===== src/rtl/dle_framer_pkg.sv =====
package dle_framer_pkg;

   typedef enum logic [2:0] {
      ST_SYNC = 3'd0,
      ST_SOH  = 3'd1,
      ST_HDR  = 3'd2,
      ST_STX  = 3'd3,
      ST_BODY = 3'd4,
      ST_ESC  = 3'd5,
      ST_END  = 3'd6
   } frm_state_e;

endpackage


===== src/rtl/dle_code_match.sv =====
module dle_code_match #(
   parameter int W = 8,
   parameter int NUM_CODES = 2,
   parameter logic [NUM_CODES*W-1:0] CODES = {8'h03, 8'h10}
) (
   input  logic [W-1:0] din,
   output logic         hit
);
   logic [NUM_CODES-1:0] eq;

   generate
      if (NUM_CODES < 1) begin : g_bad
         $error("dle_code_match: NUM_CODES must be at least 1");
      end
      for (genvar i = 0; i < NUM_CODES; i++) begin : g_cmp
         assign eq[i] = (din == CODES[i*W +: W]);
      end
   endgenerate

   assign hit = |eq;
endmodule


===== src/rtl/dle_frame_seq.sv =====
module dle_frame_seq
   import dle_framer_pkg::*;
#(
   parameter int W = 8,
   parameter logic [W-1:0] C_SYN = 'h16,
   parameter logic [W-1:0] C_SOH = 'h01,
   parameter logic [W-1:0] C_STX = 'h02,
   parameter logic [W-1:0] C_ETX = 'h03,
   parameter logic [W-1:0] C_DLE = 'h10
) (
   input  logic         clk,
   input  logic         rst_n,
   input  logic         hdr_valid,
   input  logic         hdr_last,
   input  logic [W-1:0] hdr_data,
   output logic         hdr_ready,
   input  logic         body_valid,
   input  logic         body_last,
   input  logic         body_nil,
   input  logic [W-1:0] body_data,
   output logic         body_ready,
   input  logic         esc_hit,
   output logic         out_valid,
   input  logic         out_ready,
   output logic [W-1:0] out_data,
   output logic         out_eof
);
   frm_state_e state, state_nxt;
   logic       fire;

   assign fire = out_valid & out_ready;

   always_comb begin
      out_valid  = 1'b0;
      out_data   = C_SYN;
      out_eof    = 1'b0;
      hdr_ready  = 1'b0;
      body_ready = 1'b0;
      state_nxt  = state;
      unique case (state)
         ST_SYNC: begin
            out_valid = hdr_valid;
            out_data  = C_SYN;
            if (fire) state_nxt = ST_SOH;
         end
         ST_SOH: begin
            out_valid = 1'b1;
            out_data  = C_SOH;
            if (fire) state_nxt = ST_HDR;
         end
         ST_HDR: begin
            out_valid = hdr_valid;
            out_data  = hdr_data;
            hdr_ready = out_ready;
            if (fire && hdr_last) state_nxt = ST_STX;
         end
         ST_STX: begin
            out_valid = 1'b1;
            out_data  = C_STX;
            if (fire) state_nxt = ST_BODY;
         end
         ST_BODY: begin
            if (body_valid && body_nil) begin
               body_ready = 1'b1;
               if (body_last) state_nxt = ST_END;
            end else if (body_valid && esc_hit) begin
               out_valid = 1'b1;
               out_data  = C_DLE;
               if (fire) state_nxt = ST_ESC;
            end else begin
               out_valid  = body_valid;
               out_data   = body_data;
               body_ready = out_ready;
               if (fire && body_last) state_nxt = ST_END;
            end
         end
         ST_ESC: begin
            out_valid  = body_valid;
            out_data   = body_data;
            body_ready = out_ready;
            if (fire) state_nxt = body_last ? ST_END : ST_BODY;
         end
         ST_END: begin
            out_valid = 1'b1;
            out_data  = C_ETX;
            out_eof   = 1'b1;
            if (fire) state_nxt = ST_SYNC;
         end
         default: state_nxt = ST_SYNC;
      endcase
   end

   always_ff @(posedge clk) begin
      if (!rst_n) state <= ST_SYNC;
      else        state <= state_nxt;
   end

   // the escape state is entered only after an accepted escape byte
   a_r6_esc_after_dle: assert property (@(posedge clk) disable iff (!rst_n)
      (state == ST_ESC) |-> ($past(fire && out_data == C_DLE) || $past(state == ST_ESC)));

   // a byte emitted after an escape is a terminator or escape value
   a_r4_esc_payload: assert property (@(posedge clk) disable iff (!rst_n)
      (state == ST_ESC && out_valid) |-> esc_hit);

   // a body byte is taken only with its own emission
   a_r6_one_to_one: assert property (@(posedge clk) disable iff (!rst_n)
      (body_valid && body_ready && !body_nil) |-> (fire && out_data == body_data));

   // the terminator closes the frame, and the next frame restarts at sync
   a_r7_eof_restart: assert property (@(posedge clk) disable iff (!rst_n)
      (fire && out_eof) |=> (state == ST_SYNC));
endmodule


===== src/rtl/dle_framer.sv =====
module dle_framer #(
   parameter int W = 8,
   parameter logic [W-1:0] C_SYN = 'h16,
   parameter logic [W-1:0] C_SOH = 'h01,
   parameter logic [W-1:0] C_STX = 'h02,
   parameter logic [W-1:0] C_ETX = 'h03,
   parameter logic [W-1:0] C_DLE = 'h10
) (
   input  logic         clk,
   input  logic         rst_n,
   input  logic         hdr_valid,
   output logic         hdr_ready,
   input  logic [W-1:0] hdr_data,
   input  logic         hdr_last,
   input  logic         body_valid,
   output logic         body_ready,
   input  logic [W-1:0] body_data,
   input  logic         body_last,
   input  logic         body_nil,
   output logic         out_valid,
   input  logic         out_ready,
   output logic [W-1:0] out_data,
   output logic         out_eof
);
   localparam int NUM_ESC = 2;
   localparam logic [NUM_ESC*W-1:0] ESC_SET = {C_ETX, C_DLE};

   generate
      if (W < 2) begin : g_bad_w
         $error("dle_framer: W must be at least 2");
      end
      if (C_ETX == C_DLE) begin : g_bad_esc
         $error("dle_framer: terminator and escape codes must differ");
      end
   endgenerate

   logic esc_hit;

   dle_code_match #(
      .W(W), .NUM_CODES(NUM_ESC), .CODES(ESC_SET)
   ) u_match (
      .din(body_data),
      .hit(esc_hit)
   );

   dle_frame_seq #(
      .W(W), .C_SYN(C_SYN), .C_SOH(C_SOH), .C_STX(C_STX),
      .C_ETX(C_ETX), .C_DLE(C_DLE)
   ) u_seq (
      .clk(clk), .rst_n(rst_n),
      .hdr_valid(hdr_valid), .hdr_last(hdr_last), .hdr_data(hdr_data),
      .hdr_ready(hdr_ready),
      .body_valid(body_valid), .body_last(body_last), .body_nil(body_nil),
      .body_data(body_data), .body_ready(body_ready),
      .esc_hit(esc_hit),
      .out_valid(out_valid), .out_ready(out_ready),
      .out_data(out_data), .out_eof(out_eof)
   );

   // a stalled output byte is held unchanged
   a_r9_hold: assert property (@(posedge clk) disable iff (!rst_n)
      (out_valid && !out_ready) |=> (out_valid && $stable(out_data) && $stable(out_eof)));
endmodule


===== config.mk =====
export PLATFORM = sky130hd
export DESIGN_NAME = dle_framer
export DESIGN_NICKNAME = d
export VERILOG_FILES = /design/src/rtl/dle_framer_pkg.sv /design/src/rtl/dle_code_match.sv /design/src/rtl/dle_frame_seq.sv /design/src/rtl/dle_framer.sv
export SDC_FILE = /design/constraint.sdc
export NUM_CORES = 1
export LEC_CHECK = 0
export ABC_AREA = 1
export BUFFER_PORTS_ARGS = -buffer_cell sky130_fd_sc_hd__buf_4
export CORE_UTILIZATION = 37
export DETAILED_ROUTE_END_ITERATION = 12
export HOLD_SLACK_MARGIN = 0.02
export PLACE_DENSITY = 0.78
export SETUP_SLACK_MARGIN = 0.02
export SLEW_MARGIN = 10
export SYNTH_ARGS = -nofsm -noshare
export SYNTH_HDL_FRONTEND = slang
export SYNTH_SLANG_ARGS = --single-unit

===== constraint.sdc =====
create_clock -name clk -period 1.35 [get_ports clk]
set_clock_uncertainty 0.15 [all_clocks]
set_input_delay 0.135 -clock clk [delete_from_list [all_inputs] [get_ports clk]]
set_output_delay 0.135 -clock clk [all_outputs]
set_load 0.1 [all_outputs]

==> impl_metrics.yaml, run 1 <==
cts:
  hold_buffers: 1
  htreeDepth: 1
  cts_resized: 56
  clockBufferDepth: 2
  postCtsSetupRepairBufs: 9
  numCtsBuffers: 3
  clockRootBuffer: "clkbuf_4"
  clock-sinks: 3
place:
  dp.cells: 175
  gp_congestion: 0.879
  hpwl_mm: 1.80
  portBuffers: 35
logic_synthesis:
  syn_avg_cell_area_um2: 5.56
  synth.top_cells.by_area: "nand2_1, dfxtp_1, inv_1"
  yosys.area.top_type: "nand2_1"
  syn_inst: 105
  ys_types: 25
  ys_seq_area_share_pct: 10.3
  synth_top_area_share_pct: 15.4
  yosysWarnings: 0
  syn_nets: 129
  synth-seq-cells: 3
  synth_area_um2: 584
floorplan:
  num_rows: 13
  die_h_um: 41.7
  initial_utilization_pct: 42.3
  die_x_um: 41.7
  ios: 36
run_status:
  outcome: "aborted with a tool error"
  lastStage: "clock tree synthesis"
  tool.error: "[ERROR DPL-0033] detailed placement checks failed during check placement."
synth_stat cells:
cell	number
o21bai_1	1
o211ai_1	4
nor2_2	2
nor2_1	13
nand2_4	2
nor3_1	1
nor3_2	1
nand2_2	4
nand3_4	1
o2111ai_1	1
inv_2	5
nand4_1	1
buf_4	2
or2_1	1
nand3b_1	1
or2_4	1
a22oi_1	1
inv_1	13
dfxtp_1	3
a21oi_1	4
o21ai_0	4
nand3_1	5
nand2_1	24
nor2_4	2
o21ai_1	8
logic make-up after synthesis:
family                 synth area share [%]
AO/OA/AOI/OAI                          22.9
buffers and inverters                  14.1
AND/OR/NAND/NOR                        52.7
flip-flops                             10.3
stage by stage:
stage	setup WS (ps)	area (um2)	setup TNS (ps)
3_5_place_dp	-404	1080	-4700
3_3_place_gp	-380	1080	-4240
2_1_floorplan	-1330	649	-10810
==> inputs of run 2 (changes only) <==
--- a/config.mk
+++ b/config.mk
@@ -7,11 +7,10 @@
 export LEC_CHECK = 0
 export ABC_AREA = 1
 export BUFFER_PORTS_ARGS = -buffer_cell sky130_fd_sc_hd__buf_4
-export CORE_UTILIZATION = 37
+export CORE_AREA = 2 2 63 65
 export DETAILED_ROUTE_END_ITERATION = 12
-export HOLD_SLACK_MARGIN = 0.02
-export PLACE_DENSITY = 0.78
-export SETUP_SLACK_MARGIN = 0.02
+export DIE_AREA = 0 0 65 67
+export PLACE_DENSITY_LB_ADDON = 0.15
 export SLEW_MARGIN = 10
 export SYNTH_ARGS = -nofsm -noshare
 export SYNTH_HDL_FRONTEND = slang
==> constraint.sdc (replaced) <==
create_clock -name clk -period 1.8 [get_ports clk]
set_clock_uncertainty 0.15 [all_clocks]
set_input_delay 0.18 -clock clk [delete_from_list [all_inputs] [get_ports clk]]
set_output_delay 0.18 -clock clk [all_outputs]
set_load 0.1 [all_outputs]
==> run 2 against run 1 <==
The flow now finishes, with violations (setup timing); synthesized cell count is the same; area after synthesis is the same.
==> impl_metrics.yaml, run 2 <==
run_status:
  outcome: "finished, violations left"
  violations: "setup timing"
place:
  portBuffers: 35
  gp_congestion: 0.782
  hpwl_mm: 1.96
floorplan:
  dieArea_um2: 4360
  num_rows: 22
  die_h_um: 67
  ios: 36
  die_x_um: 65
  initial_utilization_pct: 16.2
  core_um2: 3610
finish:
  final_cell_mix: "buf_4, nand2_1, inv_1"
  diodes: 0
  top_regs: "u_seq.state (3)"
  nets: 185
  layout_commonest_cell: "buf_4"
  largest_reg_flops: 3
  fin_util_pct: 34.6
  top_register: "u_seq.state"
  area_delta_synth_final_pct: 113
  drive_gt1_share_pct: 56.3
grt:
  grt_util_met1_pct: 14.3
  grt_pass1_vias: 822
  track_usage_pct: 10.9
  grt_pass1_wl_mm: 3.66
  use_met3_pct: 1.35
  grt_max_degree: 9
  met2_usage_pct: 18.9
  antenna_found_initial: 0
  gr-total-overflow: 0
  busiest_layer: "met2"
logic_synthesis:
  synth_most_common_cell: "nand2_1"
  synth_area_um2: 584
  ys_seq_area_share_pct: 10.3
  yosys-top-cells-count: "nand2_1, inv_1, nor2_1"
  synth_top_area_share_pct: 15.4
  synth_ff_type: "dfxtp_1"
  syn_nets: 129
  syn_avg_cell_area_um2: 5.56
  syn_inst: 105
  synth-seq-cells: 3
  synthArstFlopShare_pct: 0
  ys_types: 25
  yosysWarnings: 0
  synth.top_cells.by_area: "nand2_1, dfxtp_1, inv_1"
  yosys.area.top_type: "nand2_1"
  synth_edf_count: 0
detailed_routing:
  routed-via-count: 870
  detail-route-antenna-nets: 0
  drc: 0
  wire_per_inst_um: 11.7
  viasPerCell: 4.18
  drt_iter0_markers: 36
  wl_mm: 2.42
  drtPass1Iterations: 4
sta:
  setup_viol: 6
  rsz0062_at_grt: "true"
  period_needed_ps: 1890
  period_share_pct: 105
  max_freq_mhz: 529
  finalSetupTns_ps: -167
  worst_pin_slew_ps: 294
  hold_viol_final: 0
  fin_ws_ps: -88.7
  max_slew_margin_pct: 80.4
  maxSlewViolCount: 0
cts:
  clockBufferDepth: 2
  clk_pin_slew_ps: 30
  clockRootBuffer: "clkbuf_8"
  numCtsBuffers: 3
  cts_tree: "built"
  htreeDepth: 1
  hold_buffers: 0
  clock_latency_ps: 210
  clock-sinks: 3
setup_path:
  crit_path_start_kind: "register"
  cp.required_ps: 1470
  arrival_ps: 1560
  endpoint_kind: "output pin"
  cp_max_fo: 5
  crit_type: "register to output pin"
hold_path:
  worst_hold_path_type: "input port to register"
run:
  maxCapViolCount: 0
## run 2: layout make-up
cell class | count | area [um2]
clock buffer | 4 | 45.0
fill | 389 | 2360
inverter | 18 | 75.1
multi-input combinational | 82 | 526
sequential | 3 | 68.8
tap | 48 | 60.1
timing repair buffer | 53 | 473
## run 2: timing repair
action / in CTS / in global routing
endpoints found under the setup margin: 11 / 11
gates cloned: 0 / 0
gates resized for setup: 22 / 16
buffers inserted: 2 / 8
pin swaps: 3 / 7
hold endpoints to repair: 0 / 0
## run 2: path summary, 6_finish.rpt
path / depth (start not counted) / startpoint / endpoint / slack [ps]
min reg2reg: 4 / u_seq.state[1] / u_seq.state[1] / 500
min: 3 / rst_n / u_seq.state[0] / 60
max: 6 / u_seq.state[0] / out_data[0] / -90
max reg2reg: 12 / u_seq.state[0] / u_seq.state[0] / 110
## run 2: per-stage QoR
stage	cells	setup WS (ps)	cell area [um2]	hold slack [ps]
after floorplan	105	-921	637	165
after global placement	195	-83.5	1010	281
after detailed placement	195	-76.4	1010	283
after CTS	201	-117	1140	62.5
after global routing	208	-159	1250	73.4
final	208	-88.7	1250	63.6
## run 2: cell families after synthesis
| group | share of synthesized area (%) |
|---|---|
| buffers and inverters | 14.1 |
| DFF | 10.3 |
| and+or+nand+nor | 52.7 |
| AOI/OAI and AO/OA | 22.9 |
## run 2: layer usage
layer | share of wire (%) | routed length [um]
met5 | 0 | 0
met4 | 0.45 | 11
met3 | 3.9 | 95
met2 | 52 | 1250
met1 | 44 | 1060
## run 2: critical path, cell delays in order (launching register included)
cell and delay (ps):
dfxtp_4 360, nor3_4 250, inv_2 80, nand2_4 70, o21ai_4 70, o211ai_1 240, buf_6 260
Power of run 2 is left out: the tool's default activity adds up to more than one toggle a clock period on the data nets, which glitch-free logic cannot reach.
